$ cat src/rtl/step_timer_pkg.sv
package step_timer_pkg;
  localparam int unsigned DATA_W   = 32;
  localparam int unsigned PRESC_LSB = 0;
  localparam int unsigned STEP_LSB  = 16;

  typedef logic [DATA_W-1:0] word_t;

  typedef struct packed {
    logic  we;
    word_t wd;
  } wr_t;

  // interrupt state next value: clear wins over set
  function automatic logic irq_state_next(input logic cur, input logic set, input logic clr);
    if (clr)      return 1'b0;
    else if (set) return 1'b1;
    else          return cur;
  endfunction
endpackage

$ cat src/rtl/step_timer_presc.sv
module step_timer_presc #(
  parameter int unsigned PRESC_W = 12
) (
  input  logic               clk,
  input  logic               rst_n,
  input  logic               run,
  input  logic [PRESC_W-1:0] limit,
  output logic               tick
);
  logic [PRESC_W-1:0] div_q;

  function automatic logic at_limit(input logic [PRESC_W-1:0] d, input logic [PRESC_W-1:0] l);
    return d == l;
  endfunction

  assign tick = run && at_limit(div_q, limit);

  always_ff @(posedge clk or negedge rst_n) begin
    if (!rst_n)      div_q <= '0;
    else if (!run)   div_q <= '0;
    else if (tick)   div_q <= '0;
    else             div_q <= div_q + 1'b1;
  end

  // a tick restarts the divider
  a_r3_restart: assert property (@(posedge clk) disable iff (!rst_n)
    tick |=> (div_q == '0));
  // idle keeps the divider parked
  a_r2_parked: assert property (@(posedge clk) disable iff (!rst_n)
    !run |=> (div_q == '0));
endmodule

$ cat src/rtl/step_timer_count.sv
module step_timer_count
  import step_timer_pkg::*;
#(
  parameter int unsigned STEP_W = 8
) (
  input  logic                clk,
  input  logic                rst_n,
  input  logic                tick,
  input  logic [STEP_W-1:0]   step,
  input  wr_t                 lo_wr,
  input  wr_t                 hi_wr,
  output logic [2*DATA_W-1:0] cnt,
  output logic                sw_wr
);
  localparam int unsigned CW = 2 * DATA_W;

  function automatic logic [CW-1:0] advance(input logic [CW-1:0] c, input logic [STEP_W-1:0] s);
    return c + {{(CW-STEP_W){1'b0}}, s};
  endfunction

  word_t          half_q [2];
  logic [CW-1:0]  stepped;
  logic [1:0]     half_we;
  word_t          half_wd [2];

  assign sw_wr      = lo_wr.we | hi_wr.we;
  assign half_we    = {hi_wr.we, lo_wr.we};
  assign half_wd[0] = lo_wr.wd;
  assign half_wd[1] = hi_wr.wd;
  assign cnt        = {half_q[1], half_q[0]};
  assign stepped    = advance(cnt, step);

  for (genvar h = 0; h < 2; h++) begin : g_half
    always_ff @(posedge clk or negedge rst_n) begin
      if (!rst_n)           half_q[h] <= '0;
      else if (sw_wr) begin
        if (half_we[h])     half_q[h] <= half_wd[h];
      end
      else if (tick)        half_q[h] <= stepped[h*DATA_W +: DATA_W];
    end
  end

  // no tick and no write keeps the count
  a_r2_hold: assert property (@(posedge clk) disable iff (!rst_n)
    (!tick && !sw_wr) |=> $stable(cnt));
  // a tick adds exactly the zero-extended step
  a_r4_step: assert property (@(posedge clk) disable iff (!rst_n)
    (tick && !sw_wr) |=> ((cnt - $past(cnt)) == CW'($past(step))));
  // software write wins, other half untouched
  a_r5_sw_lo: assert property (@(posedge clk) disable iff (!rst_n)
    lo_wr.we |=> (cnt[DATA_W-1:0] == $past(lo_wr.wd)));
  a_r5_keep_hi: assert property (@(posedge clk) disable iff (!rst_n)
    (lo_wr.we && !hi_wr.we) |=> (cnt[CW-1:DATA_W] == $past(cnt[CW-1:DATA_W])));
endmodule

$ cat src/rtl/step_timer_cmp.sv
module step_timer_cmp
  import step_timer_pkg::*;
(
  input  logic                clk,
  input  logic                rst_n,
  input  wr_t                 lo_wr,
  input  wr_t                 hi_wr,
  input  logic [2*DATA_W-1:0] cnt,
  output logic [2*DATA_W-1:0] cmp,
  output logic                upd,
  output logic                evt
);
  localparam int unsigned CW = 2 * DATA_W;

  function automatic logic reached(input logic [CW-1:0] c, input logic [CW-1:0] lim);
    return c >= lim;
  endfunction

  word_t         reg_q [2];
  logic [1:0]    half_we;
  word_t         half_wd [2];
  logic          upd_q;
  logic [CW-1:0] core_q;

  assign half_we    = {hi_wr.we, lo_wr.we};
  assign half_wd[0] = lo_wr.wd;
  assign half_wd[1] = hi_wr.wd;
  assign cmp        = {reg_q[1], reg_q[0]};

  for (genvar h = 0; h < 2; h++) begin : g_half
    always_ff @(posedge clk or negedge rst_n) begin
      if (!rst_n)          reg_q[h] <= '1;
      else if (half_we[h]) reg_q[h] <= half_wd[h];
    end
  end

  always_ff @(posedge clk or negedge rst_n) begin
    if (!rst_n) begin
      upd_q  <= 1'b0;
      core_q <= '1;
    end else begin
      upd_q <= |half_we;
      if (upd_q) core_q <= cmp;
    end
  end

  assign upd = upd_q;
  assign evt = reached(cnt, core_q);

  // each compare write yields the pulse one clock later
  a_r7_pulse: assert property (@(posedge clk) disable iff (!rst_n)
    (lo_wr.we || hi_wr.we) |=> upd);
  a_r7_no_spurious: assert property (@(posedge clk) disable iff (!rst_n)
    !(lo_wr.we || hi_wr.we) |=> !upd);
  // the pulse loads the comparator's copy
  a_r7_load: assert property (@(posedge clk) disable iff (!rst_n)
    upd |=> (core_q == $past(cmp)));
endmodule

$ cat src/rtl/step_timer_irq.sv
module step_timer_irq (
  input  logic clk,
  input  logic rst_n,
  input  logic evt,
  input  logic en_we,
  input  logic en_wd,
  input  logic st_we,
  input  logic st_wd,
  input  logic tst_we,
  input  logic tst_wd,
  output logic en,
  output logic st,
  output logic irq
);
  import step_timer_pkg::*;

  logic en_q, st_q, set_req, clr_req;

  assign set_req = evt | (tst_we & tst_wd);
  assign clr_req = st_we & st_wd;

  always_ff @(posedge clk or negedge rst_n) begin
    if (!rst_n) begin
      en_q <= 1'b0;
      st_q <= 1'b0;
    end else begin
      if (en_we) en_q <= en_wd;
      st_q <= irq_state_next(st_q, set_req, clr_req);
    end
  end

  assign en  = en_q;
  assign st  = st_q;
  assign irq = en_q & st_q;

  // an event sets the state
  a_r8_set: assert property (@(posedge clk) disable iff (!rst_n)
    (evt && !(st_we && st_wd)) |=> st);
  // writing one clears, writing zero leaves it alone
  a_r9_clear: assert property (@(posedge clk) disable iff (!rst_n)
    (st_we && st_wd) |=> !st);
  a_r9_sticky: assert property (@(posedge clk) disable iff (!rst_n)
    (st && !(st_we && st_wd)) |=> st);
  // test write sets the state
  a_r10_test: assert property (@(posedge clk) disable iff (!rst_n)
    (tst_we && tst_wd && !(st_we && st_wd)) |=> st);
endmodule

$ cat src/rtl/step_timer.sv
module step_timer
  import step_timer_pkg::*;
#(
  parameter int unsigned PRESC_W = 12,
  parameter int unsigned STEP_W  = 8
) (
  input  logic              clk,
  input  logic              rst_n,
  input  logic              run_we,
  input  logic              run_wd,
  output logic              run_rd,
  input  logic              cfg_we,
  input  logic [DATA_W-1:0] cfg_wd,
  output logic [DATA_W-1:0] cfg_rd,
  input  logic              cnt_lo_we,
  input  logic [DATA_W-1:0] cnt_lo_wd,
  output logic [DATA_W-1:0] cnt_lo_rd,
  input  logic              cnt_hi_we,
  input  logic [DATA_W-1:0] cnt_hi_wd,
  output logic [DATA_W-1:0] cnt_hi_rd,
  input  logic              cmp_lo_we,
  input  logic [DATA_W-1:0] cmp_lo_wd,
  output logic [DATA_W-1:0] cmp_lo_rd,
  input  logic              cmp_hi_we,
  input  logic [DATA_W-1:0] cmp_hi_wd,
  output logic [DATA_W-1:0] cmp_hi_rd,
  input  logic              ien_we,
  input  logic              ien_wd,
  output logic              ien_rd,
  input  logic              ist_we,
  input  logic              ist_wd,
  output logic              ist_rd,
  input  logic              itst_we,
  input  logic              itst_wd,
  output logic              itst_rd,
  output logic              irq_o
);
  localparam int unsigned CW = 2 * DATA_W;
  localparam logic [STEP_W-1:0] STEP_RST = STEP_W'(1);

  function automatic word_t pack_cfg(input logic [PRESC_W-1:0] p, input logic [STEP_W-1:0] s);
    word_t w;
    w = '0;
    w[PRESC_LSB +: PRESC_W] = p;
    w[STEP_LSB  +: STEP_W]  = s;
    return w;
  endfunction

  logic               run_q;
  logic [PRESC_W-1:0] presc_q;
  logic [STEP_W-1:0]  step_q;
  logic               tick;
  logic               sw_cnt_wr;
  logic               cmp_upd;
  logic               cmp_evt;
  logic [CW-1:0]      cnt;
  logic [CW-1:0]      cmp;
  wr_t                cnt_lo_w, cnt_hi_w, cmp_lo_w, cmp_hi_w;
  logic               cfg_unused;

  assign cfg_unused = ^cfg_wd;

  always_ff @(posedge clk or negedge rst_n) begin
    if (!rst_n) begin
      run_q   <= 1'b0;
      presc_q <= '0;
      step_q  <= STEP_RST;
    end else begin
      if (run_we) run_q <= run_wd;
      if (cfg_we) begin
        presc_q <= cfg_wd[PRESC_LSB +: PRESC_W];
        step_q  <= cfg_wd[STEP_LSB  +: STEP_W];
      end
    end
  end

  assign cnt_lo_w = '{we: cnt_lo_we, wd: cnt_lo_wd};
  assign cnt_hi_w = '{we: cnt_hi_we, wd: cnt_hi_wd};
  assign cmp_lo_w = '{we: cmp_lo_we, wd: cmp_lo_wd};
  assign cmp_hi_w = '{we: cmp_hi_we, wd: cmp_hi_wd};

  step_timer_presc #(.PRESC_W(PRESC_W)) u_presc (
    .clk   (clk),
    .rst_n (rst_n),
    .run   (run_q),
    .limit (presc_q),
    .tick  (tick)
  );

  step_timer_count #(.STEP_W(STEP_W)) u_count (
    .clk   (clk),
    .rst_n (rst_n),
    .tick  (tick),
    .step  (step_q),
    .lo_wr (cnt_lo_w),
    .hi_wr (cnt_hi_w),
    .cnt   (cnt),
    .sw_wr (sw_cnt_wr)
  );

  step_timer_cmp u_cmp (
    .clk   (clk),
    .rst_n (rst_n),
    .lo_wr (cmp_lo_w),
    .hi_wr (cmp_hi_w),
    .cnt   (cnt),
    .cmp   (cmp),
    .upd   (cmp_upd),
    .evt   (cmp_evt)
  );

  step_timer_irq u_irq (
    .clk    (clk),
    .rst_n  (rst_n),
    .evt    (cmp_evt),
    .en_we  (ien_we),
    .en_wd  (ien_wd),
    .st_we  (ist_we),
    .st_wd  (ist_wd),
    .tst_we (itst_we),
    .tst_wd (itst_wd),
    .en     (ien_rd),
    .st     (ist_rd),
    .irq    (irq_o)
  );

  assign run_rd    = run_q;
  assign cfg_rd    = pack_cfg(presc_q, step_q);
  assign cnt_lo_rd = cnt[DATA_W-1:0];
  assign cnt_hi_rd = cnt[CW-1:DATA_W];
  assign cmp_lo_rd = cmp[DATA_W-1:0];
  assign cmp_hi_rd = cmp[CW-1:DATA_W];
  assign itst_rd   = 1'b0;

  // no tick is produced while inactive
  a_r3_idle_no_tick: assert property (@(posedge clk) disable iff (!rst_n)
    !run_q |-> !tick);
  // a count write suppresses the tick's effect on the unwritten half
  a_r5_hi_keep: assert property (@(posedge clk) disable iff (!rst_n)
    (cnt_hi_we && !cnt_lo_we) |=> (cnt_lo_rd == $past(cnt_lo_rd)));
  // the line never rises without the enable
  a_r11_mask: assert property (@(posedge clk) disable iff (!rst_n)
    !ien_rd |-> !irq_o);
  // the test register reads zero
  a_r10_reads_zero: assert property (@(posedge clk) disable iff (!rst_n)
    itst_we |=> (itst_rd == 1'b0));
endmodule

$ cat config.mk
export PLATFORM = sky130hd
export DESIGN_NAME = step_timer
export DESIGN_NICKNAME = d
export VERILOG_FILES = /design/src/rtl/step_timer_pkg.sv /design/src/rtl/step_timer_presc.sv /design/src/rtl/step_timer_count.sv /design/src/rtl/step_timer_cmp.sv /design/src/rtl/step_timer_irq.sv /design/src/rtl/step_timer.sv
export SDC_FILE = /design/constraint.sdc
export NUM_CORES = 1
export LEC_CHECK = 0
export BUFFER_PORTS_ARGS = -buffer_cell sky130_fd_sc_hd__buf_2
export CORE_AREA = 2 2 162 164
export CTS_CLUSTER_DIAMETER = 120
export DETAILED_ROUTE_END_ITERATION = 6
export DIE_AREA = 0 0 164 166
export PLACE_DENSITY_LB_ADDON = 0.08
export SKIP_LAST_GASP = 1
export SLEW_MARGIN = 20
export SYNTH_ARGS = -nofsm -noshare
export SYNTH_HDL_FRONTEND = slang
export SYNTH_HIERARCHICAL = 1
export SYNTH_SLANG_ARGS = --single-unit
$ cat constraint.sdc
create_clock -name clk -period 4.86 [get_ports clk]
set_input_delay 0.486 -clock clk [delete_from_list [all_inputs] [get_ports clk]]
set_output_delay 0.486 -clock clk [all_outputs]
set_load 0.03 [all_outputs]
==> metrics, run 1 <==
Layout fillers=2,281; multi-input logic area=6180 um2; Hold/Removal Path Class=primary input to asynchronous set/reset pin; H-tree depth=1; WP data required=5.30 ns; Syn-to-layout area delta=21.9%; Post-Synthesis Cells=1,220; failing checks=hold timing; fin. max-slew vios=0; Setup Crit Path Kind=register to register; Post-Syn Area=12,600 um2; drt total wl=34.2 mm; RSZ-0062 raised after global routing=false; Reg clk slew, reported paths=0.06 ns; CP top delay family=simple AND/OR/NAND/NOR gates; GR Overflow Total=0; root buffer cell=clkbuf_16; Max Cap Violations=0; syn_area_per_cell=10.3 um2; Routability Congestion=0.845; final count of negative-setup-slack endpoints=0; hold slack=-0.00731 ns; port bufs=314; number of global-route vias before repair=10,300; Num CTS Buffers=27; Initial Utilization=49.3%; total setup buffers inserted after CTS=0; Nets=1,771; fin crit period=3.40 ns; CTS Buffer Depth=3; CTS tree=yes; Hold-fix buffers, CTS=0; height of the die=166 um; fraction of layout instances using a drive strength above 1=40.6%; Clock Sinks=228; Pwr Density=371 nW/um2; Synthesis Warnings=6; row count=59; largest net degree at the start of global routing=128; Crit Path Max Fanout=9; final worst-path cycle share=70.0%; die width=164 um; Iter 0 DRT Violations=619; final hold violation count=7; initial antenna violation count=6; drt pass-1 iters=6; CP Capture Type=register; clock skew=0.0128 ns; Critical Path AT=3.84 ns; pin slew with the least headroom to its limit=0.977 ns; first-pass GRT wire length=53.9 mm; num ports=340; Clock Latency Late Sink=0.53 ns; Post-DRT Antenna Nets=0; Tot GR Track Use=24.7%; CP max stage cell=or4_1; pre-CTS setup slack=1.47 ns; DP Wirelength=25.1 mm; Vias=10,400; maximum vdd drop=0.000298 V; status=finished, violations left; CP Launch Type=register; critical path cell sequence=xnor2_1 -> nand4_1 -> nor4_4 -> buf_4 -> or2b_4 -> nor3_1 -> o2111ai_1 -> or4_1 -> a31oi_1; Final TNS setup=0 ns; final worst setup slack=1.46 ns; drt drc=0; Max Fclk=294 MHz; Critical Path Max Stage Delay=0.58 ns; cts repair resizes=0; CP bufs+invs=1; Core ar.=25,600 um2; DIE AREA=27,200 um2; Pwr Total=0.00571 W; sequential cell area=5870 um2; Slew headroom=34.2%; routed vias/inst=5.54; P_leak=6.96 nW; DR WL/cell=18.2 um
[final timing paths]
| path | from | endpoint | slack (ns) | depth (start not counted) |
|---|---|---|---|---|
| max | u_presc/div_q[0] | u_count/cnt[59] | 1.46 | 9 |
| min | rst_n | presc_q[3] | -0.007 | 1 |
| max reg2reg | u_presc/div_q[0] | u_count/cnt[59] | 1.46 | 9 |
| min reg2reg | u_cmp/cmp[49] | u_cmp/core_q[49] | 0.49 | 2 |
| max in group asynchronous | rst_n | u_count/cnt[61] | 3.67 | 2 |
| min in group clk | ist_wd | u_irq/st | 0.13 | 2 |
[worst register-to-register path, cell delays in order, from the launching register on]
cell and delay, ns:
dfrtp_1 0.45, xnor2_1 0.19, nand4_1 0.16, nor4_4 0.31, buf_4 0.24, or2b_4 0.32, nor3_1 0.36, o2111ai_1 0.55
or4_1 0.58, a31oi_1 0.16
[state kept, by name (all words and copies together) (netlist names)]
| signal | flops |
|---|---|
| presc_q | 12 |
| u_irq/st | 1 |
| u_cmp/cmp | 64 |
| u_count/cnt | 64 |
| u_presc/div_q | 12 |
| u_irq/en | 1 |
| u_cmp/upd | 1 |
| u_cmp/core_q | 64 |
| step_q | 8 |
| run_rd | 1 |
[stage by stage]
step	cell area, um2	instances	utilization (%)
finish	15400	1879	60.0
global route	15400	1879	60.0
CTS	15300	1876	59.9
detailed placement	14400	1827	56.2
global placement	14400	1827	56.2
floorplan	12700	1232	-
[placed cells by master, fill, tap and decap left out, types with 4 or more instances in the layout]
cell       instances
mux2i_1            8
inv_1             79
nand2_1          133
or4_1             22
o21ai_1            8
o21ai_0          100
nor3_1            15
nand3_1           41
clkbuf_8           4
a21oi_1           34
nor2_2             4
ha_1              73
a211oi_1           6
buf_4              8
a31oi_1           28
mux2_4            21
dfstp_2          129
dfrtp_1           98
mux2_2            69
xnor2_1           27
o2111ai_1          7
nor4_1             8
or3_1             18
o31ai_1           14
a211o_1            6
nand4_1           40
and3_1             6
nor2b_1            6
conb_1            13
nor2_1            53
o211ai_1          10
clkbuf_16         30
buf_2            313
clkinv_2           5
nor3b_2            5
a21o_1            12
xor2_1            12
and2_1             4
[cell type report]
cell class / instances / share of cell area (%)
Multi-Input combinational cell: 863 / 40.2
Sequential cell: 228 / 38.2
Timing Repair Buffer: 323 / 10.9
Clock buffer: 37 / 5.31
Tap cell: 335 / 2.72
Inverter: 79 / 1.93
Clock inverter: 12 / 0.805
Antenna cell: 2 / 0.0325
[power by group]
part | total, W | switching, W | leakage (nW) | internal [W]
Sequential | 0.00238 | 0.000197 | 2.53 | 0.00218
Combinational | 0.00125 | 0.000778 | 3.97 | 0.000468
Clock | 0.00209 | 0.000808 | 0.463 | 0.00128
[routing by layer]
layer | vias up | track usage [%] | share of wire, %
li1 | 4994 | - | -
met1 | 5018 | 33.9 | 45
met2 | 331 | 40.4 | 46
met3 | 60 | 4.50 | 6.2
met4 | 6 | 6.25 | 2.5
met5 | - | 0 | 0.099
No activity file was read; power rests on OpenSTA's default activity.
==> run 2: changes to the inputs <==
==> constraint.sdc (replaced) <==
create_clock -name clk -period 3.5 [get_ports clk]
set_input_delay 0.35 -clock clk [delete_from_list [all_inputs] [get_ports clk]]
set_output_delay 0.35 -clock clk [all_outputs]
set_load 0.03 [all_outputs]
==> run 2 against run 1 <==
The flow now finishes without violations. Worst setup slack lost 1.3 ns. First-iteration DRC count shrank 5.0%. Cell area grew 1.5%. Routed wire length grew 0.75%. Total power grew 41%. Combinational power grew 41%. Flip-flop and latch count is the same. Clock-buffer cell count grew 1. Maximum frequency grew 2.1%. Cell count grew 1.2%. Hold slack gained 0.029 ns. Largest cell class unchanged. Largest power group unchanged.
==> metrics, run 2 (synthesis results as in run 1) <==
drt drc=0; Reg clk slew, reported paths=0.06 ns; Vias=10,500; GR Overflow Total=0; Slew headroom=46.4%; row count=59; number of global-route vias before repair=9,919; final worst-path cycle share=95.1%; maximum vdd drop=0.000433 V; Num CTS Buffers=28; most common cell after layout, fill and taps aside=buf_2; DP Wirelength=25.5 mm; status=complete, no violations; Hold/Removal Path Class=primary input to register; P_leak=7.07 nW; drt pass-1 iters=7; fin. max-slew vios=0; Iter 0 DRT Violations=588; critical path cell sequence=inv_1 -> ha_1 -> nand4_2 -> or4_1 -> nor4_2 -> a2111oi_4 -> o21ai_1 -> a211oi_1 -> a21oi_1 -> dlygate4sd3_1; hold slack=0.0215 ns; total setup buffers inserted after CTS=0; pre-CTS setup slack=0.335 ns; CP top delay family=simple AND/OR/NAND/NOR gates; Pwr Density=517 nW/um2; Clock Sinks=228; RSZ-0062 raised after global routing=false; most frequent cells in the layout=313 x buf_2, 133 x nand2_1, 129 x dfstp_2, 100 x o21ai_0, 98 x dfrtp_1; DIE AREA=27,200 um2; Critical Path Max Stage Delay=0.65 ns; CTS tree=yes; Max Cap Violations=0; CP bufs+invs=2; initial antenna violation count=7; CP Launch Type=register; Clock Latency Late Sink=0.54 ns; Core ar.=25,600 um2; DR WL/cell=18.1 um; final worst setup slack=0.170 ns; first-pass GRT wire length=53.5 mm; largest net degree at the start of global routing=128; root buffer cell=clkbuf_16; Routability Congestion=0.912; Final TNS setup=0 ns; fin crit period=3.33 ns; pin slew with the least headroom to its limit=0.784 ns; Crit Path Max Fanout=4; CTS Buffer Depth=3; routed vias/inst=5.53; fraction of layout instances using a drive strength above 1=41.1%; Pwr Total=0.00807 W; num ports=340; height of the die=166 um; clock skew=0.0120 ns; Max Fclk=300 MHz; drt total wl=34.4 mm; port bufs=314; final hold violation count=0; CP max stage cell=or4_1; WP data required=3.97 ns; Tot GR Track Use=24.6%; Nets=1,789; H-tree depth=1; Post-DRT Antenna Nets=0; die width=164 um; Critical Path AT=3.80 ns; Initial Utilization=49.3%; CP Capture Type=register; Setup Crit Path Kind=register to register; Syn-to-layout area delta=23.7%; Util after Layout=60.9%; final count of negative-setup-slack endpoints=0
==> run 2: timing repair <==
action,in CTS,in global routing
hold buffers,5,0
hold endpoints to repair,54,0
setup endpoints to repair,0,1
resized for setup,0,3
==> run 2: report_power, final <==
group	leakage, nW	internal (W)	switching [W]
Sequential	2.53	0.00303	0.000273
Combinational	4.06	0.000665	0.00109
Clock	0.492	0.00188	0.00114
==> run 2: per-stage QoR <==
| step | cell area (um2) | cells |
|---|---|---|
| global route | 15600 | 1899 |
| detailed placement | 14500 | 1839 |
| floorplan | 12700 | 1232 |
| global placement | 14500 | 1839 |
| finish | 15600 | 1901 |
| CTS | 15600 | 1896 |
==> run 2: path summary, 6_finish.rpt <==
path	startpoint	to	slack, ns	cells after the start
max in group asynchronous	rst_n	u_cmp/core_q[28]	2.19	3
setup / recovery	u_cmp/core_q[30]	u_irq/st	0.17	10
hold reg to reg	u_cmp/cmp[50]	u_cmp/core_q[50]	0.49	2
setup reg to reg	u_cmp/core_q[30]	u_irq/st	0.17	10
min in group asynchronous	rst_n	presc_q[7]	0.39	2
hold / removal	cnt_lo_wd[9]	u_count/cnt[9]	0.02	3
==> run 2: area by class of cell <==
| type | count | area, um2 |
|---|---|---|
| Fill cell | 2249 | 10000 |
| Multi-Input combinational cell | 863 | 6200 |
| Sequential cell | 228 | 5870 |
| Timing Repair Buffer | 340 | 1830 |
| Clock buffer | 38 | 831 |
| Tap cell | 335 | 419 |
| Inverter | 79 | 297 |
| Clock inverter | 14 | 155 |
| Antenna cell | 4 | 10.0 |
==> run 2: metal layers <==
layer | up-vias | GRT usage, % | part of all wire (%)
met4 | 8 | 6.06 | 2.4
met3 | 63 | 4.40 | 6.1
li1 | 5020 | - | -
met5 | - | 0 | 0.16
met2 | 345 | 39.5 | 46
met1 | 5075 | 34.7 | 45
==> run 2: tightest hold or removal path: cells and delay by family <==
family | cells | cell delay, ns
buffers and inverters | 1 | 0.08
AND/OR/NAND/NOR | 1 | 0.04
AO/OA/AOI/OAI | 1 | 0.06
==> run 3: changes to the inputs <==
--- a/config.mk
+++ b/config.mk
@@ -6,12 +6,13 @@
 export NUM_CORES = 1
 export LEC_CHECK = 0
 export BUFFER_PORTS_ARGS = -buffer_cell sky130_fd_sc_hd__buf_2
-export CORE_AREA = 2 2 162 164
+export CELL_PAD_IN_SITES_DETAIL_PLACEMENT = 1
+export CELL_PAD_IN_SITES_GLOBAL_PLACEMENT = 2
+export CORE_AREA = 2 2 199 201
 export CTS_CLUSTER_DIAMETER = 120
 export DETAILED_ROUTE_END_ITERATION = 6
-export DIE_AREA = 0 0 164 166
+export DIE_AREA = 0 0 201 203
 export PLACE_DENSITY_LB_ADDON = 0.08
-export SKIP_LAST_GASP = 1
 export SLEW_MARGIN = 20
 export SYNTH_ARGS = -nofsm -noshare
 export SYNTH_HDL_FRONTEND = slang
==> run 3 against run 2 <==
Clock skew grew 0.021 ns. Combinational power grew 7%. Sequential power about the same. Highest routed layer unchanged. Sequential share of layout area is 2.2 points lower. Core utilization down 18 points. Global-route usage decreased by 3.7 points.
==> metrics, run 3 (synthesis results as in run 1) <==
status=complete, no violations; Setup Crit Path Kind=register to register; Core ar.=38,500 um2; Reg clk slew, reported paths=0.06 ns; Final TNS setup=0 ns; Worst path depth=8; FF-to-FF setup slack=0.19 ns; clock skew=0.0326 ns; CP top delay family=simple AND/OR/NAND/NOR gates; DP Wirelength=31.7 mm; row count=72; Pwr Density=498 nW/um2; Iter 0 DRT Violations=448; final hold violation count=0; height of the die=203 um; Clock Power Share=37.1%; Setup crit start=u_presc/div_q[0]; Seq pwr share=40.0%; R2R Path Start=u_presc/div_q[0]; internal power=0.00558 W; Clock Sinks=228; Num CTS Buffers=29; Nets=1,869; Comb power frac=22.9%; num ports=340; cts repair resizes=0; CTS tree=yes; Pwr Total=0.00825 W; Critical Path AT=3.74 ns; port bufs=314; H-tree depth=1; most frequent cells in the layout=313 x buf_2, 133 x nand2_1, 129 x dfstp_2, 100 x o21ai_0, 98 x dfrtp_1; CP Capture Type=register; dpl cells=2,036; fin. max-slew vios=0; RR Endpoint=u_count/cnt[56]; drt total wl=42.9 mm; total setup buffers inserted after CTS=0; DIE AREA=40,800 um2; die width=201 um; CTS Buffer Depth=3; first-pass GRT wire length=67.1 mm; WP data required=3.94 ns; maximum vdd drop=0.000348 V; Initial Utilization=32.8%; Routability Congestion=0.777; root buffer cell=clkbuf_16; final count of negative-setup-slack endpoints=0; Register-to-Register Path Depth=8; routed vias/inst=5.03; pin slew with the least headroom to its limit=1.05 ns; Slew headroom=28.4%; RSZ-0062 raised after global routing=true; Vias=10,900; Clock Latency Late Sink=0.58 ns; Tot GR Track Use=20.9%; switching share of power=32.4%; CP endpoint=u_count/cnt[56]; antenna fix cells=0; Hold/Removal Path Class=primary input to register; final worst-path cycle share=94.4%; initial antenna violation count=4; critical path cell sequence=xnor2_1 -> nand4_1 -> nor4_4 -> or2b_4 -> nor3_1 -> nand2_1 -> or4_1 -> a211o_1; drt pass-1 iters=4; Placement Cell Area=14,800 um2; CP bufs+invs=0; CP Launch Type=register; GR Overflow Total=0; Post-Layout Cell Count=2,161; fraction of layout instances using a drive strength above 1=40.0%; drt drc=0; Max Cap Violations=0; Max Fclk=303 MHz; largest net degree at the start of global routing=114; number of global-route vias before repair=11,600; Critical Path Max Stage Delay=0.56 ns; Post-DRT Antenna Nets=0; P_leak=7.41 nW; CP max stage cell=or4_1; Syn-to-layout area delta=31.2%; most common cell after layout, fill and taps aside=buf_2; Psw=0.00268 W; cell area after layout=16,600 um2; fin crit period=3.31 ns; DR WL/cell=19.9 um; hold slack=0.0269 ns; Crit Path Max Fanout=6
-- run 3: area by class of cell --
cell class                 instances  area, um2
clock buffer                      40        880
clock inverter                    14        108
fill                            4388      21900
inverter                          79        297
multi-input combinational        863       6180
sequential                       228       5870
tap                              518        648
timing repair buffer             419       2580
-- run 3: worst min-delay path by stage --
stage               endpoint           from  cells after the start
6_report       u_cmp/cmp[48]  cmp_hi_wd[16]                      2
5_1_grt           presc_q[6]      cfg_wd[6]                      2
4_1_cts        u_cmp/cmp[48]  cmp_hi_wd[16]                      2
3_5_place_dp      presc_q[7]          rst_n                      1
3_3_place_gp      presc_q[3]          rst_n                      1
2_1_floorplan     presc_q[0]          rst_n                      0
-- run 3: metrics by stage --
step / utilization, % / setup slack [ns]
floorplan: - / 0.309
global placement: 38.6 / 0.248
detailed placement: 38.6 / 0.155
CTS: 43.0 / 0.134
global route: 43.1 / -0.00137
finish: 43.1 / 0.195
-- run 3: repair_timing --
item                                   4_1_cts  5_1_grt
endpoints found under the hold margin      123        0
setup endpoints to repair                    0        1
hold buffers                                70        0
-- run 3: power by group through the flow --
stage / logic [W] / clock network (W) / registers, W
final: 0.00189 / 0.00306 / 0.00330
after global routing: 0.00209 / 0.00329 / 0.00335
after CTS: 0.00189 / 0.00317 / 0.00332
after detailed placement: 0.00182 / 0 / 0.00337
after global placement: 0.00178 / 0 / 0.00336
after floorplan: 0.000865 / 0 / 0.00361
-- run 3: metal layers --
metal  global-route usage (%)  wire length (um)  vias up
met1                     28.9             20300     5374
met2                     34.9             19900      259
met5                        0                13        -
met4                     4.02               810        2
met3                     3.35              1890       47
li1                         -                 -     5186
-- run 3: worst reg2reg max path: stages (launching register included) --
cell	delay (ns)
dfrtp_1	0.45
xnor2_1	0.21
nand4_1	0.18
nor4_4	0.50
or2b_4	0.36
nor3_1	0.34
nand2_1	0.28
or4_1	0.56
a211o_1	0.31
